File: src/rtl/vsa_pkg.sv
package vsa_pkg;
  typedef enum logic [1:0] {
    S_IDLE = 2'd0,
    S_HIGH = 2'd1,
    S_LOW  = 2'd2,
    S_GAP  = 2'd3
  } pin_state_t;
endpackage

File: src/rtl/vsa_clamp.sv
module vsa_clamp #(
  parameter int CODE_W = 10
) (
  input  logic signed [CODE_W+1:0] cand,
  input  logic        [CODE_W-1:0] lo,
  input  logic        [CODE_W-1:0] hi,
  output logic        [CODE_W-1:0] result
);
  logic signed [CODE_W+1:0] lo_ext, hi_ext;

  always_comb begin
    lo_ext = signed'({2'b00, lo});
    hi_ext = signed'({2'b00, hi});
    if (cand < lo_ext)      result = lo;
    else if (cand > hi_ext) result = hi;
    else                    result = cand[CODE_W-1:0];
  end
endmodule

File: src/rtl/vsa_pulse_qual.sv
module vsa_pulse_qual
  import vsa_pkg::*;
#(
  parameter int MIN_TICKS = 20,
  parameter int GAP_TICKS = 10
) (
  input  logic clk,
  input  logic rst_n,
  input  logic en,
  input  logic lvl_hi,
  input  logic lvl_lo,
  input  logic us_tick,
  input  logic i2c_active,
  output logic step_up,
  output logic step_dn,
  output logic busy
);
  localparam int LIM   = (MIN_TICKS > GAP_TICKS) ? MIN_TICKS : GAP_TICKS;
  localparam int CNT_W = $clog2(LIM + 1);
  localparam logic [CNT_W-1:0] MIN_C = CNT_W'(MIN_TICKS);
  localparam logic [CNT_W-1:0] GAP_C = CNT_W'(GAP_TICKS - 1);
  localparam logic [CNT_W-1:0] LIM_C = CNT_W'(LIM);

  pin_state_t       state;
  logic [CNT_W-1:0] cnt;
  logic             is_float, only_hi, only_lo;

  assign is_float = !(lvl_hi || lvl_lo);
  assign only_hi  = lvl_hi && !lvl_lo;
  assign only_lo  = lvl_lo && !lvl_hi;
  assign busy     = (state == S_HIGH) || (state == S_LOW) || step_up || step_dn;

  always_ff @(posedge clk) begin
    if (!rst_n) begin
      state   <= S_IDLE;
      cnt     <= '0;
      step_up <= 1'b0;
      step_dn <= 1'b0;
    end else begin
      step_up <= 1'b0;
      step_dn <= 1'b0;
      if (!en) begin
        state <= S_IDLE;
        cnt   <= '0;
      end else begin
        case (state)
          S_IDLE: begin
            cnt <= '0;
            if (!i2c_active) begin
              if (only_hi)      state <= S_HIGH;
              else if (only_lo) state <= S_LOW;
            end
          end
          S_HIGH: begin
            if (is_float) begin
              state   <= S_GAP;
              cnt     <= '0;
              step_up <= (cnt >= MIN_C);
            end else if (lvl_lo) begin
              state <= S_GAP;
              cnt   <= '0;
            end else if (us_tick && cnt < LIM_C) begin
              cnt <= cnt + 1'b1;
            end
          end
          S_LOW: begin
            if (is_float) begin
              state   <= S_GAP;
              cnt     <= '0;
              step_dn <= (cnt >= MIN_C);
            end else if (lvl_hi) begin
              state <= S_GAP;
              cnt   <= '0;
            end else if (us_tick && cnt < LIM_C) begin
              cnt <= cnt + 1'b1;
            end
          end
          default: begin
            if (!is_float) begin
              cnt <= '0;
            end else if (us_tick) begin
              if (cnt == GAP_C) begin
                state <= S_IDLE;
                cnt   <= '0;
              end else begin
                cnt <= cnt + 1'b1;
              end
            end
          end
        endcase
      end
    end
  end

  assert_no_step_disabled_R6: assert property (@(posedge clk) disable iff (!rst_n)
    !en |=> !(step_up || step_dn));
  assert_single_direction_R11: assert property (@(posedge clk) disable iff (!rst_n)
    $onehot0({step_up, step_dn}));
  assert_idle_under_i2c_R7: assert property (@(posedge clk) disable iff (!rst_n)
    (state == S_IDLE && i2c_active) |=> state == S_IDLE);
  assert_short_rejected_R4: assert property (@(posedge clk) disable iff (!rst_n)
    (state == S_HIGH && en && is_float && cnt < MIN_C) |=> !step_up);
  assert_no_start_in_gap_R5: assert property (@(posedge clk) disable iff (!rst_n)
    (state == S_GAP) |=> !(state == S_HIGH || state == S_LOW));
endmodule

File: src/rtl/vsa_code_reg.sv
module vsa_code_reg #(
  parameter int CODE_W     = 10,
  parameter int RESET_CODE = 512
) (
  input  logic              clk,
  input  logic              rst_n,
  input  logic              wr_fire,
  input  logic [CODE_W-1:0] wr_code,
  input  logic              step_up,
  input  logic              step_dn,
  input  logic [CODE_W-1:0] lo,
  input  logic [CODE_W-1:0] hi,
  output logic [CODE_W-1:0] code
);
  localparam int EXT_W = CODE_W + 2;

  logic signed [EXT_W-1:0] cand, cur;
  logic [CODE_W-1:0]       clamped;
  logic                    upd;

  assign upd = wr_fire || step_up || step_dn;

  always_comb begin
    cur = signed'({2'b00, code});
    if (wr_fire)      cand = signed'({2'b00, wr_code});
    else if (step_up) cand = cur + EXT_W'(1);
    else if (step_dn) cand = cur - EXT_W'(1);
    else              cand = cur;
  end

  vsa_clamp #(.CODE_W(CODE_W)) u_clamp (
    .cand   (cand),
    .lo     (lo),
    .hi     (hi),
    .result (clamped)
  );

  always_ff @(posedge clk) begin
    if (!rst_n)   code <= CODE_W'(RESET_CODE);
    else if (upd) code <= clamped;
  end

  assert_in_window_R9: assert property (@(posedge clk) disable iff (!rst_n)
    (upd && lo <= hi) |=> (code >= $past(lo) && code <= $past(hi)));
  assert_step_up_one_R2: assert property (@(posedge clk) disable iff (!rst_n)
    (step_up && !wr_fire && code >= lo && code < hi) |=> code == $past(code) + CODE_W'(1));
  assert_step_dn_one_R3: assert property (@(posedge clk) disable iff (!rst_n)
    (step_dn && !wr_fire && code > lo && code <= hi) |=> code == $past(code) - CODE_W'(1));
  assert_saturate_top_R10: assert property (@(posedge clk) disable iff (!rst_n)
    (step_up && !wr_fire && code == hi) |=> code == $past(hi));
  assert_hold_R12: assert property (@(posedge clk) disable iff (!rst_n)
    !upd |=> $stable(code));
  assert_no_collision_R8: assert property (@(posedge clk) disable iff (!rst_n)
    !(wr_fire && (step_up || step_dn)));
endmodule

File: src/rtl/vcom_step_adjuster.sv
module vcom_step_adjuster #(
  parameter int CODE_W     = 10,
  parameter int RESET_CODE = 512,
  parameter int MIN_TICKS  = 20,
  parameter int GAP_TICKS  = 10
) (
  input  logic              clk,
  input  logic              rst_n,
  input  logic              sw_enable,
  input  logic              pin_high,
  input  logic              pin_low,
  input  logic              us_tick,
  input  logic              i2c_active,
  input  logic              i2c_wr_valid,
  output logic              i2c_wr_ready,
  input  logic [CODE_W-1:0] i2c_wr_code,
  input  logic [CODE_W-1:0] win_min,
  input  logic [CODE_W-1:0] win_max,
  output logic [CODE_W-1:0] vcom_code,
  output logic              sw_busy
);
  logic step_up, step_dn, wr_fire;

  vsa_pulse_qual #(.MIN_TICKS(MIN_TICKS), .GAP_TICKS(GAP_TICKS)) u_qual (
    .clk        (clk),
    .rst_n      (rst_n),
    .en         (sw_enable),
    .lvl_hi     (pin_high),
    .lvl_lo     (pin_low),
    .us_tick    (us_tick),
    .i2c_active (i2c_active),
    .step_up    (step_up),
    .step_dn    (step_dn),
    .busy       (sw_busy)
  );

  assign i2c_wr_ready = !sw_busy;
  assign wr_fire      = i2c_wr_valid && i2c_wr_ready;

  vsa_code_reg #(.CODE_W(CODE_W), .RESET_CODE(RESET_CODE)) u_code (
    .clk     (clk),
    .rst_n   (rst_n),
    .wr_fire (wr_fire),
    .wr_code (i2c_wr_code),
    .step_up (step_up),
    .step_dn (step_dn),
    .lo      (win_min),
    .hi      (win_max),
    .code    (vcom_code)
  );

  assert_write_held_R8: assert property (@(posedge clk) disable iff (!rst_n)
    (i2c_wr_valid && sw_busy) |=> (vcom_code == $past(vcom_code) || $past(step_up || step_dn)));
endmodule

File: config.mk
export PLATFORM = sky130hd
export DESIGN_NAME = vcom_step_adjuster
export DESIGN_NICKNAME = d
export VERILOG_FILES = /design/src/rtl/vsa_pkg.sv /design/src/rtl/vsa_clamp.sv /design/src/rtl/vsa_pulse_qual.sv /design/src/rtl/vsa_code_reg.sv /design/src/rtl/vcom_step_adjuster.sv
export SDC_FILE = /design/constraint.sdc
export NUM_CORES = 1
export LEC_CHECK = 0
export ABC_AREA = 1
export BUFFER_PORTS_ARGS = -buffer_cell sky130_fd_sc_hd__clkbuf_2
export CAP_MARGIN = 5
export CORE_UTILIZATION = 40
export CTS_BUF_LIST = sky130_fd_sc_hd__clkbuf_16
export DETAILED_ROUTE_END_ITERATION = 8
export PLACE_DENSITY = 0.75
export SYNTH_ARGS = -nofsm -noshare
export SYNTH_HDL_FRONTEND = slang
export SYNTH_SLANG_ARGS = --single-unit
export TNS_END_PERCENT = 50
File: constraint.sdc
create_clock -name clk -period 3.2 [get_ports clk]
set_clock_uncertainty 0.2 [all_clocks]
set_input_delay 0.48 -clock clk [delete_from_list [all_inputs] [get_ports clk]]
set_output_delay 0.48 -clock clk [all_outputs]
set_load 0.01 [all_outputs]
# Word-level counts from Yosys, hierarchy flattened
# Index checks and enable logic that the tools add are counted.
[op_classes]
n_mux = 26
n_addsub = 3
order_cmp = 4
eq_ne = 8
reduce_logical = 21
[op_table]
columns = ["operator", "count"]
rows = [
  ["5-bit two-way mux", 8],
  ["12-bit two-way mux", 3],
  ["10-bit two-way mux", 2],
  ["2-bit two-way mux", 10],
  ["5-bit one-hot mux with 3 select lines", 1],
  ["12-bit by 11-bit > comparator with 1-bit output", 1],
  ["12-bit by 11-bit < comparator with 1-bit output", 1],
  ["10-bit by 1-bit adder with 11-bit output (second input constant)", 1],
  ["10-bit by 1-bit subtractor with 11-bit output (second input constant)", 1],
  ["4-bit nonzero test", 2],
  ["7-bit AND reduction", 1],
  ["1-bit logical OR", 6],
  ["3-bit inequality test (second input constant)", 2],
  ["2-bit one-hot mux with 3 select lines", 1],
  ["3-bit AND reduction", 2],
  ["5-bit by 1-bit adder with 5-bit output (second input constant)", 1],
  ["5-bit by 4-bit equality test with 1-bit output (second input constant)", 1],
  ["5-bit greater-or-equal comparator (second input constant)", 1],
  ["5-bit < comparator (second input constant)", 1],
  ["5-bit nonzero test", 1],
  ["1-bit logical AND", 4],
  ["4-bit inequality test (second input constant)", 1],
  ["1-bit zero test", 3],
  ["3-bit by 1-bit inequality test with 1-bit output (second input constant)", 1],
  ["other kinds (6)", 6],
]
[word_totals]
input_bits = 38
wordCells = 67
ff_bits = 19
output_inout_bits = 12

# Logic depth before layout (Yosys ltp)
# Gate-level depths: netlist (run 1).
[logic_depth]
ltp_word = 10
mapped_depth = 26
depth_no_buf = 25

# By module
# Synthesis (run 1) repeated with hierarchy kept, for this count alone.
[unflattened]
hier_cells = 451
hier_area_um2 = 2663.8
[by_module_without_submodules]
columns = ["module", "cells_per_inst", "area_each_um2", "seq_area_each_um2", "instances"]
rows = [
  ["vsa_code_reg", 160, 948.4, 200.2, 1],
  ["vsa_clamp", 163, 882.1, 0.0, 1],
  ["vsa_pulse_qual", 125, 819.5, 180.2, 1],
  ["vcom_step_adjuster", 3, 13.8, 0.0, 1],
]

# Worst setup path after synthesis (run 1)
# Ideal clock, no wire load.
[synth_timing]
path_type = "flip-flop to flip-flop"
from = "register u_qual.state[0]"
to = "register u_code.code[5]"
path_stages_with_launch = 22
setup_ns = 0.072
path_buffers = 2
t_arrival_ns = 2.802
setup_slack_ns = 0.125
t_required_ns = 2.928
period_less_slack_ns = 3.075
cell_sequence = "dfxtp_1 inv_1 ha_1 inv_1 nand3_2 clkbuf_1 o21ai_0 inv_1 ha_1 nand2_1 nor2_1 nand4_1 nor2_1 nor2_4 nand2_4 buf_12 nand2_2 nand2_1 inv_1 nand2_1 nand3_1 a21oi_1"
[synth_via]
elab_chain_len = 10
word_cells_on_any_way = 14
cone_classes = "order compare: 2; eq/ne: 2; mux: 3; reduce/logical: 7"
[synth_rtl]
columns = ["element", "line", "text"]
rows = [
  ["start: declaration", "vsa_pulse_qual.sv:24", "pin_state_t state;"],
  ["start signal: assignment", "vsa_pulse_qual.sv:35", "state <= S_IDLE;"],
  ["start signal: assignment", "vsa_pulse_qual.sv:43", "state <= S_IDLE;"],
  ["start signal: assignment", "vsa_pulse_qual.sv:50", "if (only_hi) state <= S_HIGH;"],
  ["2-bit by 1-bit equality test with 1-bit output / 2-bit equality test (equally long branches)", "vsa_pulse_qual.sv:31", "assign busy = (state == S_HIGH) || (state == S_LOW) || step_up || step_dn;"],
  ["1-bit logical OR (*) (3 in series)", "vsa_pulse_qual.sv:31", ""],
  ["1-bit zero test (*)", "vcom_step_adjuster.sv:37", "assign i2c_wr_ready = !sw_busy;"],
  ["1-bit logical AND (*)", "vcom_step_adjuster.sv:38", "assign wr_fire = i2c_wr_valid && i2c_wr_ready;"],
  ["12-bit two-way mux", "vsa_code_reg.sv:25", "if (wr_fire) cand = signed'({2'b00, wr_code});"],
  ["12-bit by 11-bit > comparator with 1-bit output", "vsa_clamp.sv:15", "else if (cand > hi_ext) result = hi;"],
  ["10-bit two-way mux", "vsa_clamp.sv:15", ""],
  ["10-bit two-way mux", "vsa_clamp.sv:14", "if (cand < lo_ext) result = lo;"],
  ["end signal: assignment", "vsa_code_reg.sv:39", "if (!rst_n) code <= CODE_W'(RESET_CODE);"],
  ["end signal: assignment", "vsa_code_reg.sv:40", "else if (upd) code <= clamped;"],
  ["end: declaration", "vsa_code_reg.sv:13", "output logic [CODE_W-1:0] code"],
]
# Mark *: on every way between the ends. The rest lies on a longest branch, timed or not.
# A chain may end at the register's enable or synchronous reset.

# Final worst setup path (run 1)
[layout_timing]
from = "register u_code.code[1]"
to = "register u_code.code[6]"
[layout_via]
elab_chain_len = 7
word_cells_on_any_way = 9
cone_classes = "add/sub: 2; order compare: 2; mux: 5"
[layout_rtl]
columns = ["element", "line", "text"]
rows = [
  ["10-bit by 1-bit subtractor with 11-bit output", "vsa_code_reg.sv:27", "else if (step_dn) cand = cur - EXT_W'(1);"],
  ["12-bit two-way mux", "vsa_code_reg.sv:27", ""],
  ["12-bit two-way mux (*)", "vsa_code_reg.sv:26", "else if (step_up) cand = cur + EXT_W'(1);"],
  ["12-bit two-way mux (*)", "vsa_code_reg.sv:25", ""],
  ["12-bit by 11-bit > comparator with 1-bit output", "vsa_clamp.sv:15", ""],
  ["10-bit two-way mux", "vsa_clamp.sv:15", ""],
  ["10-bit two-way mux (*)", "vsa_clamp.sv:14", ""],
]
# Marked as above.

==> impl_results.md, run 1 <==
- # hold bufs at CTS: 0
- Post-synthesis mux area share: 0
- N_diodes: 0
- Syn Std Cell Area: 0.00241 mm²
- Worst path most repeated cell: nand2_1
- Clk Latency, worst-skew pair: 0.25 ns
- Initial antenna violation count: 0
- Area fraction in compound gates after synthesis: 0.129
- Cell Rows: 27
- CTS tree: built
- Status: finished, final reports clean
- PwrDens: 370 mW/mm²
- Worst-Margin Slew: 0.443 ns
- Crit path buffers/inverters: 5
- Mapped Cells: 400
- Nets: 550
- Core box area: 0.00568 mm²
- Finished Layout Cells: 555
- Die area: 0.00635 mm²
- Tot Pwr: 0.00123 W
- Tmin final: 3.15 ns
- VDD IR max: 0.206 mV
- Number of DRC markers in iteration 0: 157
- Average cell area after synthesis: 6.04 µm²
- Leak: 1.68 nW
- Synth Area in Adders: 0.145
- Simple-gate area share of the yosys netlist: 0.427
- Number of synthesized flops with an enable pin: 0
- Max incr delay on CP: 0.39 ns
- Register area: 395 µm²
- Final setup viols: 0
- Mapped Nets: 466
- Hpwl dp: 5390 µm
- Placed Cells: 536
- Area grow syn2layout: 37.4%
- Worst path top cell family by delay: simple AND/OR/NAND/NOR gates
- RSZ-0062 raised after global routing: yes
- # clock sinks: 19
- CP arrival: 3.12 ns
- CP cell instances: inv_4 > ha_4 > nand2_4 > inv_4 > nand3_1 > nand2_1 > xor2_1 > nor2_1 > nor2_2 > buf_6 > ha_4 > nand2_1 > nor2_2 > nand4_1 > nor2_2 > nor2_4 > buf_12 > nand2_4 > nand2_2 > nand2_1 > inv_1 > nand2_1 > nand3_1 > a21oi_1
- CP max-delay cell: dfxtp_4
- Vias in the first global route: 2426
- Vias: 2977
- Pre-antenna DRT Iters: 5
- Slew HR: 0.704
- Most used flip-flop cell after synthesis: dfxtp_1
- Min Hold Slack: 0.280 ns
- DRT Wirelength: 7590 µm
- First-pass GRT wire length: 10500 µm
- Clk root buf: clkbuf_16
- Largest net degree at the start of global routing: 16
- Drt drc: 0
- Io pins: 50
- Final ANT Viol Nets: 0
- Most frequent cells in the layout: nand2_1, inv_1, clkbuf_2
- Fmax: 317 MHz
- Max-cap violations: 0
- CTS clk-pin slew, worst paths: 0.06 ns
- Ys async rst share: 0
- Input/output buffers: 49
- CP Capture Type: register
- Fin. Hold Viols: 0
- Worst min path class: register to register
- DR vias/cell: 5.36
- Final Max Tran Viols: 0
- GRT Util Overall: 0.206
- Register bit count reported by yosys: 19
- Average wire per standard cell: 13.7 µm
- Critical setup path kind: register to register
- Share of the clock period used by the worst path: 0.985
- Synth Area in XOR/XNOR: 0.00725
- Inserted Clock Buffers: 3
- Sequential fraction of the synthesis area: 0.158
- Die height: 79.7 µm
- Multi-input logic area: 0.00194 mm²
- Critical Path RT: 3.16 ns
- Share of layout cells above drive strength 1: 0.323
- Initial Util: 0.425
- H-tree level count: 1
- Largest family of logic cells by synthesized area: simple AND/OR/NAND/NOR gates
- Fillers: 533
- Die X: 79.7 µm
- Most common cell after layout, fill and taps aside: nand2_1
- Synth unique cells: 36
- Startpoint types: register
- GR Overflow Total: 0
- Total number of yosys warnings: 0
- RD Place Congestion: 0.896
- Worst-case clock buffer depth: 2
- Worst-path maximum fanout: 5
## tightest hold or removal path: cells and delay by family, from the launching register on
kind	cells	cell delay (ns)
flops	1	0.32
compound gates	1	0.05
simple gates	1	0.06
## layer usage
metal  part of all wire  up-vias  routed length, µm  GRT usage
met3              0.063       17                481     0.0309
met5                  0        -                  0          0
li1                   -     1479                  -          -
met4              0.023        0                173     0.0364
met1               0.43     1349               3270      0.258
met2               0.48      132               3660      0.372
## stage by stage
stage / instance area [µm²] / setup WS (ns) / utilization / setup TNS [ns]
after floorplan: 2410 / 0.125 / - / 0
after global placement: 2860 / 0.0130 / 0.503 / 0
after detailed placement: 2860 / -0.0611 / 0.503 / -0.204
after CTS: 2950 / 0.00114 / 0.519 / 0
after global routing: 3320 / -0.151 / 0.585 / -1.19
final: 3320 / 0.0477 / 0.585 / 0
## cell usage after synthesis, drive strengths merged (2+ instances only)
library cell / n / area, µm²
nand2: 119 / 487
nand3: 40 / 218
ha: 28 / 350
inv: 69 / 259
nor3b: 2 / 15.0
dfxtp: 19 / 380
nand4: 9 / 56.3
nor2: 32 / 150
buf: 4 / 35.0
nor4: 2 / 12.5
nand3b: 4 / 30.0
o211ai: 3 / 22.5
nor3: 9 / 56.3
a21oi: 32 / 171
clkbuf: 2 / 17.5
clkinv: 3 / 12.5
o21ai: 14 / 70.1
a211oi: 2 / 15.0
xor2: 2 / 17.5
## power breakdown
part	internal [W]	switching, W
Combinational	0.000283	0.000389
Sequential	0.000259	0.0000354
Clock	0.000167	0.0000944
## path summary, 6_finish.rpt
kind                   from        endpoint  slack [ns]  depth (start not counted)
max          u_code.code[1]  u_code.code[6]        0.05                         24
min           u_qual.cnt[1]   u_qual.cnt[1]        0.28                          2
min reg2reg   u_qual.cnt[1]   u_qual.cnt[1]        0.28                          2
max reg2reg  u_code.code[1]  u_code.code[6]        0.05                         24
## registers in the layout, indices dropped and copies added, names as in the netlist
register,cells
u_code.code,10
u_qual.cnt,5
u_qual.state,2
u_qual.step_dn,1
u_qual.step_up,1
## final cells by class
class	instances	area share
clock inverter	1	0.00113
sequential	19	0.119
multi-input combinational	307	0.585
inverter	72	0.0852
timing repair buffer	81	0.160
clock buffer	3	0.0226
tap	72	0.0271
## kinds of logic (layout without fill, tap and decap cells)
group           count (synthesis)  in the layout
compound gates                 55             56
xor+xnor                        2              2
simple gates                  218            221
buf+inv                        78            157
flops                          19             19
fa+ha+maj                      28             28
## what timing repair did
action,CTS,global route
gates cloned,0,5
endpoints found under the setup margin,10,10
gates resized for setup,3,68
hold endpoints to repair,0,0
pin swaps,0,30
setup buffers,0,10
Note: power is estimated with default switching activity, not from simulation.
==> inputs of run 2 (changes only) <==
--- a/config.mk
+++ b/config.mk
@@ -11,7 +11,7 @@
 export CORE_UTILIZATION = 40
 export CTS_BUF_LIST = sky130_fd_sc_hd__clkbuf_16
 export DETAILED_ROUTE_END_ITERATION = 8
-export PLACE_DENSITY = 0.75
+export PLACE_DENSITY = 0.63
 export SYNTH_ARGS = -nofsm -noshare
 export SYNTH_HDL_FRONTEND = slang
 export SYNTH_SLANG_ARGS = --single-unit
==> impl_results.md, run 2 (synthesis results as in run 1) <==
- Status: finished, final reports clean
- DRT Wirelength: 6860 µm (-9.6%)
- Hpwl dp: 5400 µm (about the same)
- First-pass GRT wire length: 10900 µm (+4.0%)
- Share of the clock period used by the worst path: 0.961 (-0.0246)
- Most frequent cells in the layout: nand2_1, inv_1, clkbuf_2
- NetSw: 0.000489 W (-5.9%)
- Layout Utilization: 0.574 (-0.0108)
- GR Overflow Total: 0 (unchanged)
- Vias in the first global route: 2466 (+1.6%)
- Input/output buffers: 49 (unchanged)
- Pre-antenna DRT Iters: 5 (unchanged)
- GRT Util Overall: 0.215 (+0.00910)
- Leak: 1.68 nW (-0.40%)
- Initial Util: 0.425 (unchanged)
- Inserted Clock Buffers: 3 (unchanged)
- Worst-Margin Slew: 0.398 ns (-0.0452 ns)
- CTS tree: built
- Final TNS setup: 0 ns (unchanged)
- Largest Register: u_code.code
- # clock sinks: 19 (unchanged)
- Largest net degree at the start of global routing: 18 (+2)
- Initial antenna violation count: 0 (unchanged)
- Startpoint types: register
- Clk root buf: clkbuf_16
- RD Place Congestion: 0.921 (+2.7%)
- Final ANT Viol Nets: 0 (unchanged)
- Final Max Tran Viols: 0 (unchanged)
- Share of layout cells above drive strength 1: 0.314 (-0.00905)
- Worst min path class: register to register
- Number of DRC markers in iteration 0: 166 (+5.7%)
- Tmin final: 3.07 ns (-0.0786 ns)
- Final setup viols: 0 (unchanged)
- Most common cell after layout, fill and taps aside: nand2_1
- Critical Path RT: 3.18 ns (+0.02 ns)
- H-tree level count: 1 (unchanged)
- VDD IR max: 0.224 mV (+8.9%)
- Pint: 0.000710 W (+0.17%)
- Regs by FF count: u_code.code (10), u_qual.cnt (5), u_qual.state (2)
- CTS clk-pin slew, worst paths: 0.06 ns (about the same)
- Area grow syn2layout: 34.9%
- Die X: 79.7 µm (unchanged)
- Die height: 79.7 µm (unchanged)
- Worst-path maximum fanout: 9 (+4)
- Min Hold Slack: 0.285 ns (+0.00474 ns)
- Fmax: 325 MHz (+2.6%)
- Tot Pwr: 0.00120 W (-2.4%)
- Cell Rows: 27 (unchanged)
- Logic gate share of total power: 0.547 (about the same)
- # hold bufs at CTS: 0 (unchanged)
- Fin. Hold Viols: 0 (unchanged)
- Die area: 0.00635 mm² (unchanged)
- PwrDens: 368 mW/mm² (-0.57%)
- DR vias/cell: 5.03 (-6.3%)
- N_diodes: 0 (unchanged)
- CP arrival: 3.05 ns (-0.07 ns)
- Core box area: 0.00568 mm² (unchanged)
- Nets: 548 (-0.36%)
- Clk Latency, worst-skew pair: 0.25 ns (about the same)
- Io pins: 50 (unchanged)
- Critical setup path kind: register to register
- Average wire per standard cell: 12.4 µm (-9.2%)
- Number of flip-flops in the largest register: 10 (unchanged)
- Switching share of power: 0.408 (-0.0152)
- Vias: 2780 (-6.6%)
- Clock power frac: 0.213 (about the same)
- Worst-case clock buffer depth: 2 (unchanged)
- CP Capture Type: register
- Drt drc: 0 (unchanged)
- Max-cap violations: 0 (unchanged)
- RSZ-0062 raised after global routing: yes
- Register share of total power: 0.240 (about the same)
- Slew HR: 0.734 (+0.0305)
[run 2: per-layer routing]
| layer | vias to the layer above | wire length [µm] | track usage |
|---|---|---|---|
| met5 | - | 0 | 0 |
| met4 | 0 | 99 | 0.0545 |
| met3 | 8 | 288 | 0.0274 |
| met2 | 77 | 3240 | 0.376 |
| met1 | 1232 | 3230 | 0.276 |
| li1 | 1463 | - | - |
[run 2: area by class of cell]
| class | count | area [µm²] |
|---|---|---|
| Clock buffer | 3 | 75.1 |
| Clock inverter | 1 | 3.75 |
| Fill cell | 554 | 2420 |
| Inverter | 72 | 275 |
| Multi-Input combinational cell | 305 | 1890 |
| Sequential cell | 19 | 393 |
| Tap cell | 72 | 90.1 |
| Timing Repair Buffer | 81 | 532 |
[run 2: what timing repair did]
item | CTS | global route
resized for setup | 1 | 56
setup endpoints to repair | 8 | 10
pin swaps | 0 | 24
setup buffers | 0 | 7
gates cloned | 0 | 3
[run 2: power groups by stage]
stage	Clock [W]	Combinational [W]	Sequential (W)
2_1_floorplan	0	0.000366	0.000294
3_3_place_gp	0	0.000542	0.000288
3_5_place_dp	0	0.000546	0.000289
4_1_cts	0.000258	0.000550	0.000284
5_1_grt	0.000272	0.000730	0.000292
6_report	0.000256	0.000656	0.000287
[run 2: worst paths after layout]
path	slack, ns	from	end	cells after the start
max	0.13	u_qual.state[1]	u_code.code[8]	21
min	0.28	u_qual.cnt[3]	u_qual.cnt[3]	2
max reg2reg	0.13	u_qual.state[1]	u_code.code[8]	21
min reg2reg	0.28	u_qual.cnt[3]	u_qual.cnt[3]	2
[run 2: per-stage QoR]
stage          instance area, µm²  worst slack (ns)  std cells
6_report                     3260             0.126        553
5_1_grt                      3260           -0.0855        553
4_1_cts                      2970            0.0127        543
3_5_place_dp                 2890           -0.0114        539
3_3_place_gp                 2890          -0.00119        539
2_1_floorplan                2410             0.125        400
[run 2: worst max-delay path, cell delays in order (launching register included)]
cell     delay, ns
dfxtp_2       0.32
inv_1         0.07
ha_4          0.28
inv_2         0.04
nand3_4       0.10
buf_12        0.13
inv_1         0.07
nor2_1        0.14
nor2_2        0.07
ha_1          0.27
nand2_1       0.06
nor2_2        0.15
buf_4         0.13
nand4_1       0.23
nand2_4       0.19
buf_6         0.11
nand3_1       0.06
nand2_1       0.06
inv_1         0.04
nand2_1       0.08
nand3_2       0.07
a21oi_2       0.14
